<file path="config.mk">
export PLATFORM = sky130hd
export DESIGN_NAME = rss_queue_sel
export DESIGN_NICKNAME = d
export VERILOG_FILES = /design/src/rtl/rss_pkg.sv /design/src/rtl/rss_ctrl.sv /design/src/rtl/rss_datapath.sv /design/src/rtl/rss_queue_sel.sv
export SDC_FILE = /design/constraint.sdc
export NUM_CORES = 2
export LEC_CHECK = 0
export BUFFER_PORTS_ARGS = -buffer_cell sky130_fd_sc_hd__buf_2
export CAP_MARGIN = 25
export CORE_ASPECT_RATIO = 0.7
export CORE_MARGIN = 3
export CORE_UTILIZATION = 50
export CTS_BUF_LIST = sky130_fd_sc_hd__clkbuf_4
export CTS_CLUSTER_DIAMETER = 100
export DETAILED_ROUTE_END_ITERATION = 6
export PLACE_DENSITY = 0.68
export REMOVE_ABC_BUFFERS = 1
export SETUP_SLACK_MARGIN = 0.15
export SLEW_MARGIN = 20
export SYNTH_ARGS = -nofsm -noshare
export SYNTH_HDL_FRONTEND = slang
export SYNTH_SLANG_ARGS = --single-unit
export TNS_END_PERCENT = 1
</file>
<file path="constraint.sdc">
create_clock -name clk -period 2.35 [get_ports clk]
set_input_delay 0.1175 -clock clk [delete_from_list [all_inputs] [get_ports clk]]
set_output_delay 0.1175 -clock clk [all_outputs]
set_load 0.02 [all_outputs]
</file>
<file path="src/rtl/rss_pkg.sv">
package rss_pkg;

  typedef enum logic [1:0] {
    PROTO_TCP   = 2'd0,
    PROTO_UDP   = 2'd1,
    PROTO_OTHER = 2'd2,
    PROTO_RSVD  = 2'd3
  } l4Proto_t;

  typedef struct packed {
    logic [1:0] spare;
    logic       frag;
    l4Proto_t   proto;
    logic       ipVer;
    logic [4:0] macLen;
    logic [4:0] ihl;
  } sband_t;

  typedef struct packed {
    logic ctrlWe;
    logic keyWe;
    logic tblWe;
    logic s1Load;
    logic s1Hash;
    logic s2Load;
  } ctrlStrobes_t;

  localparam logic [2:0] MODE_IPV4_12B = 3'd1;

endpackage

</file>
<file path="src/rtl/rss_ctrl.sv">
module rss_ctrl
  import rss_pkg::*;
#(
  parameter int ADDR_W    = 8,
  parameter int MODE_W    = 3,
  parameter int KEY_WORDS = 4
) (
  input  logic              clk,
  input  logic              rstN,
  input  logic              cfgWrEn,
  input  logic [ADDR_W-1:0] cfgAddr,
  input  logic [MODE_W:0]   ctrlData,
  input  logic              pktValid,
  input  logic [15:0]       pktSband,
  output ctrlStrobes_t      strobes,
  output logic              rssEnable,
  output logic              outValid
);

  localparam logic [ADDR_W-1:0] CTRL_ADDR = '0;
  localparam logic [ADDR_W-1:0] KEY_LAST  = ADDR_W'(KEY_WORDS);

  sband_t           sb;
  logic [MODE_W-1:0] rssMode;
  logic             s1Valid;
  logic             protoOk;
  logic [10:0]      sbUnused;

  assign sb       = sband_t'(pktSband);
  assign sbUnused = {sb.spare, sb.macLen, sb.ihl, 1'b0};
  assign protoOk  = (sb.proto == PROTO_TCP) || (sb.proto == PROTO_UDP);

  always_comb begin
    strobes        = '0;
    strobes.ctrlWe = cfgWrEn && (cfgAddr == CTRL_ADDR);
    strobes.keyWe  = cfgWrEn && (cfgAddr != CTRL_ADDR) && (cfgAddr <= KEY_LAST);
    strobes.tblWe  = cfgWrEn && cfgAddr[ADDR_W-1];
    strobes.s1Load = pktValid;
    strobes.s1Hash = rssEnable && (rssMode == MODE_W'(MODE_IPV4_12B)) &&
                     !sb.frag && (sb.ipVer == 1'b0) && protoOk;
    strobes.s2Load = s1Valid;
  end

  always_ff @(posedge clk or negedge rstN) begin
    if (!rstN) begin
      rssEnable <= 1'b0;
      rssMode   <= '0;
    end else if (strobes.ctrlWe) begin
      rssEnable <= ctrlData[0];
      rssMode   <= ctrlData[MODE_W:1];
    end
  end

  always_ff @(posedge clk or negedge rstN) begin
    if (!rstN) begin
      s1Valid  <= 1'b0;
      outValid <= 1'b0;
    end else begin
      s1Valid  <= pktValid;
      outValid <= s1Valid;
    end
  end

endmodule

</file>
<file path="src/rtl/rss_datapath.sv">
module rss_datapath
  import rss_pkg::*;
#(
  parameter int ADDR_W    = 8,
  parameter int DATA_W    = 32,
  parameter int TUPLE_W   = 96,
  parameter int HASH_W    = 32,
  parameter int TBL_DEPTH = 128,
  parameter int QID_W     = 12,
  parameter int FP_W      = 4,
  parameter int NFP_W     = 4,
  localparam int KEY_W     = TUPLE_W + HASH_W,
  localparam int KEY_WORDS = KEY_W / DATA_W,
  localparam int IDX_W     = $clog2(TBL_DEPTH),
  localparam int ENT_W     = QID_W + FP_W + NFP_W
) (
  input  logic               clk,
  input  logic               rstN,
  input  ctrlStrobes_t       strobes,
  input  logic [ADDR_W-1:0]  cfgAddr,
  input  logic [DATA_W-1:0]  cfgWrData,
  input  logic [TUPLE_W-1:0] pktTuple,
  output logic [IDX_W-1:0]   s1Idx,
  output logic [QID_W-1:0]   outQueueId,
  output logic [FP_W-1:0]    outFreePoolSel,
  output logic [NFP_W-1:0]   outNextPoolSel
);

  logic [DATA_W-1:0] keyReg [KEY_WORDS];
  logic [KEY_W-1:0]  keyFlat;
  logic [HASH_W-1:0] hashVal;
  logic [ENT_W-1:0]  tbl [TBL_DEPTH];
  logic [ENT_W-1:0]  rdEnt;

  // Key word k sits at address k+1; word 0 carries the leading key bits
  for (genvar k = 0; k < KEY_WORDS; k++) begin : g_key
    always_ff @(posedge clk or negedge rstN) begin
      if (!rstN)
        keyReg[k] <= '0;
      else if (strobes.keyWe && (cfgAddr == ADDR_W'(k + 1)))
        keyReg[k] <= cfgWrData;
    end
    assign keyFlat[KEY_W-1-k*DATA_W -: DATA_W] = keyReg[k];
  end

  // Toeplitz: each set tuple bit folds in the key window aligned to it
  always_comb begin
    hashVal = '0;
    for (int i = 0; i < TUPLE_W; i++) begin
      if (pktTuple[TUPLE_W-1-i])
        hashVal = hashVal ^ keyFlat[KEY_W-1-i -: HASH_W];
    end
  end

  always_ff @(posedge clk or negedge rstN) begin
    if (!rstN)
      s1Idx <= '0;
    else if (strobes.s1Load)
      s1Idx <= strobes.s1Hash ? hashVal[IDX_W-1:0] : '0;
  end

  always_ff @(posedge clk or negedge rstN) begin
    if (!rstN) begin
      for (int e = 0; e < TBL_DEPTH; e++) tbl[e] <= '0;
    end else if (strobes.tblWe) begin
      tbl[cfgAddr[IDX_W-1:0]] <= cfgWrData[ENT_W-1:0];
    end
  end

  assign rdEnt = tbl[s1Idx];

  always_ff @(posedge clk or negedge rstN) begin
    if (!rstN) begin
      outQueueId     <= '0;
      outFreePoolSel <= '0;
      outNextPoolSel <= '0;
    end else if (strobes.s2Load) begin
      outQueueId     <= rdEnt[QID_W-1:0];
      outFreePoolSel <= rdEnt[QID_W +: FP_W];
      outNextPoolSel <= rdEnt[QID_W+FP_W +: NFP_W];
    end
  end

endmodule

</file>
<file path="src/rtl/rss_queue_sel.sv">
module rss_queue_sel
  import rss_pkg::*;
#(
  parameter int ADDR_W    = 8,
  parameter int DATA_W    = 32,
  parameter int TUPLE_W   = 96,
  parameter int HASH_W    = 32,
  parameter int TBL_DEPTH = 128,
  parameter int QID_W     = 12,
  parameter int FP_W      = 4,
  parameter int NFP_W     = 4,
  parameter int MODE_W    = 3,
  localparam int IDX_W     = $clog2(TBL_DEPTH),
  localparam int KEY_WORDS = (TUPLE_W + HASH_W) / DATA_W
) (
  input  logic               clk,
  input  logic               rstN,
  input  logic               cfgWrEn,
  input  logic [ADDR_W-1:0]  cfgAddr,
  input  logic [DATA_W-1:0]  cfgWrData,
  input  logic               pktValid,
  input  logic [15:0]        pktSband,
  input  logic [TUPLE_W-1:0] pktTuple,
  output logic               outValid,
  output logic [QID_W-1:0]   outQueueId,
  output logic [FP_W-1:0]    outFreePoolSel,
  output logic [NFP_W-1:0]   outNextPoolSel
);

  ctrlStrobes_t     strobes;
  logic             rssEnable;
  logic             useHash;
  logic [IDX_W-1:0] s1Idx;

  assign useHash = strobes.s1Hash;

  rss_ctrl #(
    .ADDR_W(ADDR_W), .MODE_W(MODE_W), .KEY_WORDS(KEY_WORDS)
  ) ctrl_i (
    .clk(clk), .rstN(rstN),
    .cfgWrEn(cfgWrEn), .cfgAddr(cfgAddr), .ctrlData(cfgWrData[MODE_W:0]),
    .pktValid(pktValid), .pktSband(pktSband),
    .strobes(strobes), .rssEnable(rssEnable), .outValid(outValid)
  );

  rss_datapath #(
    .ADDR_W(ADDR_W), .DATA_W(DATA_W), .TUPLE_W(TUPLE_W), .HASH_W(HASH_W),
    .TBL_DEPTH(TBL_DEPTH), .QID_W(QID_W), .FP_W(FP_W), .NFP_W(NFP_W)
  ) dp_i (
    .clk(clk), .rstN(rstN), .strobes(strobes),
    .cfgAddr(cfgAddr), .cfgWrData(cfgWrData), .pktTuple(pktTuple),
    .s1Idx(s1Idx), .outQueueId(outQueueId),
    .outFreePoolSel(outFreePoolSel), .outNextPoolSel(outNextPoolSel)
  );

endmodule

</file>
==> metrics.txt <==
Seq/Total Area, Yosys 52.2%; VDD IR max 0.000469 V; kind of critical path reg -> reg; FF-to-FF setup slack -880 ps; layout net count 10400; routability-driven placement congestion ratio 1.02; CP Capture Point dp_i.outFreePoolSel[2]; leak pwr 71.5 nW; Total Power ~100 mW; synth warn 0; clock skew between 100 and 150 ps; DR iter-0 viols 8700; Global Route met1 Usage 48.7%; worst hold path type in -> reg; max-capacitance violation count 0; Pre-antenna DRT Iters 7; distinct cell type count after synthesis 50; Initial Util 50.5%; minimum clock period 3230 ps; global routing's busiest layer met1; Worst-path clk slew 70 ps; Worst R2R End dp_i.outFreePoolSel[2]; WL/cell between 30 and 40 um; Placed Area roughly 140000 um^2; # fillers 19800; Cell Pwr Density 651 nW/um^2; Yosys reg bits approximately 2700; Rel. slew slack between 20% and 30%; synthesized cell area between 100000 and 150000 um^2; Core ar. between 200000 and 300000 um^2; top_reg_cell synth dfrtp_1; RR Startpoint dp_i.s1Idx[0]; Chip Width 614 um; Final Worst Setup Slack -880 ps; Critical Path Start dp_i.s1Idx[0]; Synth Area per Inst 14.4 um^2; CTS buffer count around 670; Reg2Reg Depth 10; Die H about 430 um; first-pass GRT wire length 636 mm; GRT Total Usage between 30 and 40%; Worst Path Arrival ~4400 ps; final setup vio count 27; Final Max Tran Viols 0; H-tree depth 6; Layout Cells excl Fill 14000; fin crit share 137%; CTS tree done; number of global-route vias before repair 90100; Worst-Margin Slew 1060 ps; layout cells sized above 1 55.0%; later-pin clock latency in the skew report 1410 ps; crit end category register; post-synth top area cell dfrtp_1; initial antenna violation count 31; Inst Count DP 12700; final hold violations 0; Synth Instances about 9000; clk sinks 2695; # IOs around 180; violations in the final reports design-rule violations, negative setup slack; Hold Slack between 100 and 150 ps; Synth top area share approximately 52%; Final Instance Area 154000 um^2; met3 Usage GRT 10.0%; Worst setup SP type register; die area 265000 um^2; vias around 86000; Routed Antenna Nets 0; count of input and output buffers 163; Post-DP HPWL 287 mm; Vias/cell 6.15; asr flop ratio synth 100%; top cells by area, synth dfrtp_1 (52%), mux2_2 (23%), mux4_2 (11%); Clock Tree Buf Depth 4; root buf cell clkbuf_4; RSZ-0062 raised after global routing true; M2 GR Usage between 40% and 50%; DRC viols 1; maximum net fanout on the critical path 12; final wirelength approximately 440 mm; GR Overflow Total 0; CP Data Required Time 3470 ps; status finished, violations left; most frequent cells in the layout dfrtp_1 (2671), mux2_2 (2651), clkbuf_4 (925); largest net degree at the start of global routing 152; most common cell after layout, fill and taps aside dfrtp_1; fmax slightly above 0.3 GHz; Post-synth EDFFs 0; area delta synth->final 18.7%; Site Rows around 160
## critical path, cell delays in order, from the launching register on
cell and delay [ps]:
dfrtp_4 500, buf_4 150, buf_12 180, bufbuf_16 350
mux4_2 510, a22o_1 250, a221oi_1 260, buf_4 260
o22ai_1 130, o21ai_2 290, a31oi_1 120
## sequential cells by signal, summed over array words and instances (netlist names)
signal,cells
dp_i.tbl,2560
dp_i.keyFlat,102
dp_i.outQueueId,12
dp_i.s1Idx,7
dp_i.outFreePoolSel,4
dp_i.outNextPoolSel,4
ctrl_i.rssMode,3
ctrl_i.outValid,1
ctrl_i.rssEnable,1
ctrl_i.s1Valid,1
## cell usage after synthesis (all sizes together) (7+ instances only)
master,number
a211oi,14
a21oi,28
a221oi,124
a22o,124
a22oi,42
a31oi,13
and2,9
buf,275
clkbuf,613
dfrtp,2695
inv,7
mux2,2674
mux2i,15
mux4,640
nand2,748
nor2,123
o21ai,34
o22ai,73
o41ai,7
or4,7
xnor2,485
xnor3,14
xor2,152
## worst min path at each step
stage / startpoint / endpoint / cells after the start
after global routing: pktTuple[32] / dp_i.s1Idx[4] / 9
final: pktTuple[32] / dp_i.s1Idx[4] / 9
after floorplan: rstN / ctrl_i.outValid / 0
after global placement: rstN / dp_i.tbl[40] / 1
after detailed placement: rstN / dp_i.tbl[60] / 1
after CTS: pktTuple[43] / dp_i.s1Idx[5] / 10
## metrics by stage
| step | util (%) | setup TNS [ps] | worst slack, ps |
|---|---|---|---|
| finish | 60.0 | -19410 | -880 |
| global route | 60.0 | -20860 | -879 |
| CTS | 59.6 | -20930 | -839 |
| detailed placement | 55.5 | -23950 | -1320 |
| global placement | 55.5 | -23390 | -1270 |
| floorplan | - | -532920 | -25080 |
## cell type report
class | instances | area (um^2) | share of cell area, %
flip-flops and latches | 2695 | 67500 | 44.0
multi-input cells | 5366 | 59000 | 38.4
repair buffers | 1484 | 14800 | 9.66
clock buffers | 919 | 6900 | 4.49
well taps | 3375 | 4220 | 2.75
clock inverters | 176 | 1050 | 0.681
diodes | 14 | 35.0 | 0.0228
inverters | 7 | 26.3 | 0.0171
## where the power goes
part / switching (mW) / internal (mW)
clock: 19.3 / 19.3
combinational: 6.00 / 5.49
sequential: 1.27 / 48.6
total: 26.5 / 73.3
## routing by layer
metal / vias up / wire, um
met2: 3834 / 187000
met1: 46300 / 190000
met3: 793 / 45400
met5: - / 171
li1: 35400 / -
met4: 22 / 15400
## cell families after synthesis
group	after synthesis	share of synthesized area, %
mux	3329	34.6
simple gates	927	2.81
flops	2695	52.2
xor+xnor	651	4.56
buf+inv	897	3.16
compound gates	459	2.72
## repair_timing
action / CTS / global route
pin swaps: 20 / 28
gates resized for setup: 108 / 140
buffers inserted: 34 / 9
endpoints found under the setup margin: 46 / 50
hold buffers: 139 / 0
gates cloned: 5 / 4
hold endpoints to repair: 5369 / 0
(Power assumes the default switching activity.)
